**config.mk**
```make
export PLATFORM = sky130hd
export DESIGN_NAME = i2c_cmd_engine
export DESIGN_NICKNAME = d
export VERILOG_FILES = /design/src/rtl/i2c_cmd_pkg.sv /design/src/rtl/i2c_seq.sv /design/src/rtl/i2c_regs.sv /design/src/rtl/i2c_cmd_engine.sv
export SDC_FILE = /design/constraint.sdc
export NUM_CORES = 1
export LEC_CHECK = 0
export ABC_AREA = 1
export BUFFER_PORTS_ARGS = -buffer_cell sky130_fd_sc_hd__buf_2
export CORE_MARGIN = 1
export CORE_UTILIZATION = 45
export CTS_BUF_LIST = sky130_fd_sc_hd__clkbuf_16
export DETAILED_ROUTE_END_ITERATION = 8
export PLACE_DENSITY = 0.77
export SETUP_SLACK_MARGIN = 0.15
export SYNTH_ARGS = -nofsm -noshare
export SYNTH_HDL_FRONTEND = slang
export SYNTH_SLANG_ARGS = --single-unit
```
**constraint.sdc**
```tcl
create_clock -name clk -period 2.8 [get_ports clk]
set_input_delay 0.42 -clock clk [delete_from_list [all_inputs] [get_ports clk]]
set_output_delay 0.42 -clock clk [all_outputs]
set_load 0.01 [all_outputs]
```
**src/rtl/i2c_cmd_pkg.sv**
```systemverilog
// Shared types and register layout of the I2C command engine.
// Assumes a register width of at least 8 bits.
package i2c_cmd_pkg;
    typedef enum logic [1:0] {
        M_START = 2'd0,
        M_STOP  = 2'd1,
        M_BYTE  = 2'd2
    } seq_mode_t;

    // register addresses
    localparam logic [1:0] A_CTRL = 2'd0;
    localparam logic [1:0] A_DATA = 2'd1;
    localparam logic [1:0] A_STAT = 2'd2;
    localparam logic [1:0] A_IEN  = 2'd3;

    // control fields
    localparam int C_EN   = 0;
    localparam int C_CMD  = 1;   // two bits
    localparam int C_ACK  = 3;

    // command codes
    localparam logic [1:0] CMD_NONE  = 2'd0;
    localparam logic [1:0] CMD_START = 2'd1;
    localparam logic [1:0] CMD_STOP  = 2'd2;

    // status bits
    localparam int S_BUSY = 7;
    localparam int S_DONE = 3;
    localparam int S_ERR  = 2;
endpackage

```
**src/rtl/i2c_seq.sv**
```systemverilog
// Bus step sequencer: plays START, repeated START, STOP or one byte
// with its acknowledge clock, one step per bit_tick.
// Assumes go is raised only while busy is low.
module i2c_seq
    import i2c_cmd_pkg::*;
#(
    parameter int DATA_W = 8
) (
    input  logic              clk,
    input  logic              rst_n,
    input  logic              tick,
    input  logic              go,
    input  seq_mode_t         go_mode,
    input  logic              go_restart,
    input  logic [DATA_W-1:0] go_data,
    input  logic              sda_in,
    output logic              busy,
    output logic              fin,
    output logic              nack,
    output logic              scl_lo,
    output logic              sda_lo
);
    localparam int STEP_W = $clog2(2 * DATA_W + 3);
    localparam logic [STEP_W-1:0] S0      = STEP_W'(0);
    localparam logic [STEP_W-1:0] S1      = STEP_W'(1);
    localparam logic [STEP_W-1:0] S2      = STEP_W'(2);
    localparam logic [STEP_W-1:0] S3      = STEP_W'(3);
    localparam logic [STEP_W-1:0] ACK_LO  = STEP_W'(2 * DATA_W);
    localparam logic [STEP_W-1:0] LAST_B  = STEP_W'(2 * DATA_W + 2);

    seq_mode_t         mode_q;
    logic              busy_q, scl_q, sda_q, nack_q;
    logic [STEP_W-1:0] step_q, last_q;
    logic [DATA_W-1:0] sh_q;
    logic              scl_n, sda_n;

    assign fin    = busy_q && tick && (step_q == last_q);
    assign busy   = busy_q;
    assign nack   = nack_q;
    assign scl_lo = scl_q;
    assign sda_lo = sda_q;

    // Line levels that the current step applies.
    always_comb begin
        scl_n = scl_q;
        sda_n = sda_q;
        case (mode_q)
            M_START: begin
                if (step_q == S0)      begin scl_n = 1'b1; sda_n = 1'b0; end
                else if (step_q == S1) begin scl_n = 1'b0; sda_n = 1'b0; end
                else if (step_q == S2) begin scl_n = 1'b0; sda_n = 1'b1; end
                else                   begin scl_n = 1'b1; sda_n = 1'b1; end
            end
            M_STOP: begin
                if (step_q == S0)      begin scl_n = 1'b1; sda_n = 1'b1; end
                else if (step_q == S1) begin scl_n = 1'b0; sda_n = 1'b1; end
                else                   begin scl_n = 1'b0; sda_n = 1'b0; end
            end
            default: begin
                if (step_q < ACK_LO) begin
                    scl_n = ~step_q[0];
                    sda_n = ~sh_q[DATA_W-1];
                end else if (step_q < LAST_B) begin
                    scl_n = ~step_q[0];
                    sda_n = 1'b0;
                end else begin
                    scl_n = 1'b1;
                    sda_n = 1'b0;
                end
            end
        endcase
    end

    // Command load, step advance, byte shift and acknowledge capture.
    always_ff @(posedge clk) begin
        if (!rst_n) begin
            mode_q <= M_START;
            busy_q <= 1'b0;
            scl_q  <= 1'b0;
            sda_q  <= 1'b0;
            nack_q <= 1'b0;
            step_q <= '0;
            last_q <= '0;
            sh_q   <= '0;
        end else if (go && !busy_q) begin
            busy_q <= 1'b1;
            mode_q <= go_mode;
            sh_q   <= go_data;
            step_q <= (go_mode == M_START && !go_restart) ? S2 : S0;
            case (go_mode)
                M_START: last_q <= S3;
                M_STOP:  last_q <= S2;
                default: last_q <= LAST_B;
            endcase
        end else if (busy_q && tick) begin
            scl_q <= scl_n;
            sda_q <= sda_n;
            if (mode_q == M_BYTE && step_q[0])
                sh_q <= sh_q << 1;
            if (step_q == last_q) begin
                busy_q <= 1'b0;
                if (mode_q == M_BYTE)
                    nack_q <= sda_in;
            end else begin
                step_q <= step_q + S1;
            end
        end
    end

    AST_SDA_STABLE_SCL_HIGH: assert property (@(posedge clk) disable iff (!rst_n)
        (mode_q == M_BYTE && !scl_q && !$past(scl_q)) |-> $stable(sda_q));
    AST_NO_TICK_NO_MOVE: assert property (@(posedge clk) disable iff (!rst_n)
        (busy_q && !tick && !go) |=> ($stable(scl_q) && $stable(sda_q) && busy_q));
    AST_STOP_ENDS_RELEASED: assert property (@(posedge clk) disable iff (!rst_n)
        (fin && mode_q == M_STOP) |=> (!scl_q && !sda_q && !busy_q));
    AST_START_ENDS_LOW: assert property (@(posedge clk) disable iff (!rst_n)
        (fin && mode_q == M_START) |=> (scl_q && sda_q));
    AST_ACK_LEAVES_SCL_LOW: assert property (@(posedge clk) disable iff (!rst_n)
        (fin && mode_q == M_BYTE) |=> (scl_q && !sda_q));
endmodule

```
**src/rtl/i2c_regs.sv**
```systemverilog
// Register file: decodes control and data writes into sequencer
// commands, keeps done/error status (write-one-to-clear), interrupt
// enable, and drives read data. Assumes DATA_W >= 8.
module i2c_regs
    import i2c_cmd_pkg::*;
#(
    parameter int DATA_W = 8
) (
    input  logic              clk,
    input  logic              rst_n,
    input  logic              wr,
    input  logic [1:0]        addr,
    input  logic [DATA_W-1:0] wdata,
    input  logic              busy,
    input  logic              fin,
    input  logic              nack,
    output logic              go,
    output seq_mode_t         go_mode,
    output logic              go_restart,
    output logic [DATA_W-1:0] go_data,
    output logic [DATA_W-1:0] rdata,
    output logic              irq
);
    logic       en_q, ie_q, done_q, err_q;
    logic       wr_ctrl, wr_data, wr_stat, wr_ien;
    logic [1:0] cmd;

    assign wr_ctrl = wr && addr == A_CTRL;
    assign wr_data = wr && addr == A_DATA;
    assign wr_stat = wr && addr == A_STAT;
    assign wr_ien  = wr && addr == A_IEN;
    assign cmd     = wdata[C_CMD +: 2];

    // Command decode: only while idle and enabled.
    always_comb begin
        go         = 1'b0;
        go_mode    = M_BYTE;
        go_restart = wdata[C_ACK];
        go_data    = wdata;
        if (!busy) begin
            if (wr_ctrl && wdata[C_EN] && cmd == CMD_START) begin
                go = 1'b1; go_mode = M_START;
            end else if (wr_ctrl && wdata[C_EN] && cmd == CMD_STOP) begin
                go = 1'b1; go_mode = M_STOP;
            end else if (wr_data && en_q) begin
                go = 1'b1; go_mode = M_BYTE;
            end
        end
    end

    // Enable, interrupt enable and write-one-to-clear status bits.
    always_ff @(posedge clk) begin
        if (!rst_n) begin
            en_q   <= 1'b0;
            ie_q   <= 1'b0;
            done_q <= 1'b0;
            err_q  <= 1'b0;
        end else begin
            if (wr_ctrl && !busy) en_q <= wdata[C_EN];
            if (wr_ien)           ie_q <= wdata[S_DONE];
            if (fin)                          done_q <= 1'b1;
            else if (wr_stat && wdata[S_DONE]) done_q <= 1'b0;
            if (wr_data && busy)              err_q <= 1'b1;
            else if (wr_stat && wdata[S_ERR]) err_q <= 1'b0;
        end
    end

    // Read data mux.
    always_comb begin
        rdata = '0;
        case (addr)
            A_CTRL: begin rdata[C_EN] = en_q; rdata[C_ACK] = nack; end
            A_STAT: begin
                rdata[S_BUSY] = busy;
                rdata[S_DONE] = done_q;
                rdata[S_ERR]  = err_q;
            end
            A_IEN:   rdata[S_DONE] = ie_q;
            default: rdata = '0;
        endcase
    end

    assign irq = done_q && ie_q;

    AST_IRQ_GATED: assert property (@(posedge clk) disable iff (!rst_n)
        irq |-> ie_q);
    AST_DONE_AFTER_FINISH: assert property (@(posedge clk) disable iff (!rst_n)
        fin |=> done_q);
    AST_ERR_STICKY: assert property (@(posedge clk) disable iff (!rst_n)
        (err_q && !(wr_stat && wdata[S_ERR])) |=> err_q);
    AST_BUSY_DATA_SETS_ERR: assert property (@(posedge clk) disable iff (!rst_n)
        (wr_data && busy) |=> err_q);
    AST_GO_ONLY_IDLE: assert property (@(posedge clk) disable iff (!rst_n)
        go |=> busy);
endmodule

```
**src/rtl/i2c_cmd_engine.sv**
```systemverilog
// Top of the I2C master command engine: register file plus bus
// sequencer. Assumes the SCL line is never stretched by a device.
module i2c_cmd_engine
    import i2c_cmd_pkg::*;
#(
    parameter int DATA_W = 8
) (
    input  logic              clk,
    input  logic              rst_n,
    input  logic              reg_wr,
    input  logic [1:0]        reg_addr,
    input  logic [DATA_W-1:0] reg_wdata,
    output logic [DATA_W-1:0] reg_rdata,
    input  logic              bit_tick,
    input  logic              sda_in,
    output logic              scl_drive_low,
    output logic              sda_drive_low,
    output logic              irq
);
    logic              go, go_restart, busy, fin, nack;
    seq_mode_t         go_mode;
    logic [DATA_W-1:0] go_data;

    i2c_regs #(.DATA_W(DATA_W)) u_regs (
        .clk(clk), .rst_n(rst_n), .wr(reg_wr), .addr(reg_addr),
        .wdata(reg_wdata), .busy(busy), .fin(fin), .nack(nack),
        .go(go), .go_mode(go_mode), .go_restart(go_restart),
        .go_data(go_data), .rdata(reg_rdata), .irq(irq)
    );

    i2c_seq #(.DATA_W(DATA_W)) u_seq (
        .clk(clk), .rst_n(rst_n), .tick(bit_tick), .go(go),
        .go_mode(go_mode), .go_restart(go_restart), .go_data(go_data),
        .sda_in(sda_in), .busy(busy), .fin(fin), .nack(nack),
        .scl_lo(scl_drive_low), .sda_lo(sda_drive_low)
    );
endmodule

```
==> results <==
- Counting flops with an async set or reset pin after synthesis yields a share of 0%.
- The maximum buffer depth of the clock tree is 2.
- The critical-path maximum fanout is 13.
- The effective utilization at floorplan is 47.8%.
- The path with the worst hold slack has its endpoint at u_seq.nack.
- For flop-to-flop paths, the worst setup slack is 1200 ps.
- The utilization after layout is 53.9%.
- After synthesis, flip-flops and latches occupy 32.1% of the total area.
- The biggest area contributor in the post-synthesis netlist is dfxtp_1.
- The initial antenna violation count is 0.
- The clock tree root buffer cell is clkbuf_16.
- In the synthesized netlist, the number of instances is 237.
- The critical hold path startpoint is sda_in.
- After synthesis, the largest area contributor takes up 32.1% of total cell area.
- TritonCTS built the clock tree.
- The remaining antenna violation count is 0.
- The capture point of the worst reg-to-reg path is u_seq.step_q[0].
- At the worst endpoint, the arrival time is 1760 ps.
- Between clock sinks in the finished design, the worst skew comes to 1.49 ps.
- After detailed routing, the average wire length per cell comes to 10.7 um.
- Summing all multi-input logic gate instances after layout gives 908 sq um.
- The number of synthesis warnings is 0.
- The number of max-cap violations is 0.
- The final number of hold-violating endpoints is 0.
- The final total negative setup slack is 0 ps.
- Among all stages on the critical path, the largest delay is contributed by dfxtp_1.
- The kind of start point of the critical path is a flop.
- The via count of the first global-routing pass is 1293.
- The count of H-tree levels built during CTS is 1.
- The critical path goes through inv_1 > nand2_1 > nand2_1 > nor2_2 > nand2_2 > nand2_2 > xor2_1 > nor2_2.
- The cell with the most instances after synthesis is nand2_1.
- The synthesized design contains 0 enable-type register cells.
- Counting distinct cell types in the post-synthesis netlist gives 29.
- In this run the power density over the cells is 425 nW/um^2.
- From left edge to right edge, the die measures 62.0 um.
- Relative to the synthesized area, the layout overhead comes to 12.7%.
- Entering global routing, the biggest net connects 15 pins.
- After detailed routing, the number of remaining DRC violations is 0.
- The count of nets after finishing is 278.
- After synthesis, the cell types taking the most area are dfxtp_1, nand2_1, nand3_1, inv_1, nor2_1.
- The number of buffers added for setup after CTS is 0.
- 0 antenna diodes ended up in the layout.
- The cell leakage power is 0.000871 uW.
- The origin of the critical flop-to-flop path is u_seq.step_q[0].
- In this run, CTS created clock tree buffers numbering 3.
- The number of design-rule violations left by the first detailed-router iteration is 50.
- The synthesized netlist occupies a cell area of 1620 sq um.
- The post-synthesis area per instance is 6.84 sq um.
- Setup repair after global routing left no endpoint under its margin.
- The critical path capture point type is a flop.
- The die covers 3840 sq um.
- The number of buffer cells added on primary ports is 21.
- For this block, the via count after detailed routing is 1463.
- The number of buffers inserted for hold repair after clock tree synthesis is 0.
- The core box area is 3390 sq um.
- The final count of negative-setup-slack endpoints is 0.
- The flow ran to the end, and the final reports show no timing, DRC or antenna violations.
- The combined global-route utilization of all metal layers is 20.0%.
- The headroom to the max-slew limit is 60.6%.
- The layout has 319 filler cells.
- From bottom edge to top edge, the die measures 62.0 um.
- The type of the most critical hold path is input pin to flop.
- The total congestion overflow after global routing is 0.
- The delay of the slowest cell on the worst path is 620 ps.
- Summed over all nets, the half-perimeter wirelength after detailed placement is 2.46 mm.
- The number of placement rows is 21.
- The I/O pin count is 26.
- The register bit count reported by yosys is 26.
- The final max-slew violation count is 0.
- The worst hold path cell count is 3.
- The congestion estimate from routability-driven global placement came to 0.842.
- The number of resized instances in the post-cts repair step is 0.
- The clock-pin slew on the worst setup and hold paths is 60 ps.
- The critical setup path kind is flop to flop.
- The transition at the pin with the smallest max-transition slack is 590 ps.
- The share of the clock period used by the worst path is 57.2%.
- Measured in cells, the most critical reg-to-reg path has a length of 8.
- In the final layout, flip-flops and latches occupy 520 sq um.
- The maximum achievable frequency is 0.624 GHz.
- The clock net in this run drives a total of 26 sinks.
- The global-route wire length before repair is 5.61 mm.
- The final critical path time including I/O delays and setup is 1600 ps.
- The post-route netlist has 22.5% of its cells at a drive strength greater than 1.
- After detailed routing, the total wire length is 3.26 mm.
- Data on the critical path is required at its endpoint by 2960 ps.
- The clock reaches the later pin of the worst-skew pair after 260 ps.
- For this run, the detailed router's first-pass iteration total came to 4.
- Dividing the detail-routed via count by the number of cells gives 4.81.
- VDD sags by at most 0.325 mV.
- Ranked by instance count, the synthesized netlist is headed by nand2_1, inv_1, nand3_1.
- In the synthesized netlist the dominant register cell turns out to be dfxtp_1.
registers in the layout, summed over array words and instances (netlist names):
signal,cells
u_regs.ie_q,1
u_seq.sh_q,8
u_seq.busy,1
u_regs.en_q,1
u_regs.done_q,1
u_seq.scl_lo,1
u_seq.step_q,5
u_seq.sda_lo,1
u_regs.err_q,1
u_seq.nack,1
u_seq.mode_q,2
u_seq.last_q,3
metal layers:
layer,GRT usage [%],vias up,part of all wire (%)
met5,0,-,0
met4,4.76,0,1.6
met3,4.97,6,4.1
met2,33.6,25,45
met1,25.7,648,50
li1,-,784,-
cell families (layout without fill, tap and decap cells):
family                     after synthesis  count (layout)  share of synthesized area [%]
AOI/OAI and AO/OA                       32              32                           11.5
xor gates and xnor gates                 1               1                          0.541
adders and majority gates                4               4                           3.09
buffers and inverters                   48              66                           12.5
DFF                                     26              26                           32.1
other                                    1               4                          0.231
and+or+nand+nor                        125             125                           40.0
metrics by stage:
stage / instance area, sq um / worst slack, ps / hold WS, ps / total power [uW] / instances
final: 1830 / 1200 / 440 / 777 / 304
after global routing: 1830 / 1050 / 447 / 812 / 304
after CTS: 1830 / 1220 / 437 / 787 / 304
after detailed placement: 1750 / 1250 / 454 / 466 / 300
after global placement: 1750 / 1300 / 452 / 465 / 300
after floorplan: 1630 / 1560 / 429 / 445 / 240
how the worst max path moves through the flow:
| stage | cells after the start | startpoint | endpoint | slack (ps) |
|---|---|---|---|---|
| 3_3_place_gp | 8 | u_seq.step_q[0] | u_seq.sda_lo | 1300 |
| 5_1_grt | 8 | u_seq.step_q[0] | u_seq.sda_lo | 1050 |
| 6_report | 8 | u_seq.step_q[0] | u_seq.step_q[0] | 1200 |
| 3_5_place_dp | 8 | u_seq.step_q[0] | u_seq.sda_lo | 1250 |
| 2_1_floorplan | 4 | rst_n | u_seq.sh_q[2] | 1560 |
| 4_1_cts | 8 | u_seq.step_q[0] | u_seq.sda_lo | 1220 |
cells in the final DEF (no fill, tap or decap), types with 2 or more instances in the layout:
master	synthesis	final
nand2_1	48	48
buf_2	1	21
nor2_2	5	5
conb_1	1	4
nand3_1	30	30
o21ai_0	7	7
ha_1	4	4
nand4_1	2	2
o31ai_1	3	3
nand3_4	2	2
a21oi_2	2	2
nor2_1	22	22
clkbuf_16	0	3
nand2_2	8	8
o21ai_2	2	2
inv_2	6	6
inv_1	34	34
a21oi_1	16	16
dfxtp_1	26	26
nor2_4	4	4
cell type report:
class                      count  share of cell area, %
clock inverter                 1                  0.205
inverter                      41                   8.56
multi-input combinational    166                   49.7
tap                           46                   3.15
clock buffer                   3                   4.11
sequential                    26                   28.5
timing repair buffer          21                   5.75
worst max-delay path, delay by kind of cell, from the launching register on:
family	cells	cell delay (ps)
flip-flops	1	620
AND/OR/NAND/NOR	6	520
XOR/XNOR	1	200
buffers and inverters	1	160
power by group:
part / switching (uW) / internal (uW)
logic: 50.7 / 25.9
clock network: 128 / 191
registers: 4.86 / 376
total: 184 / 594
Power figures use the tool's default switching activity.
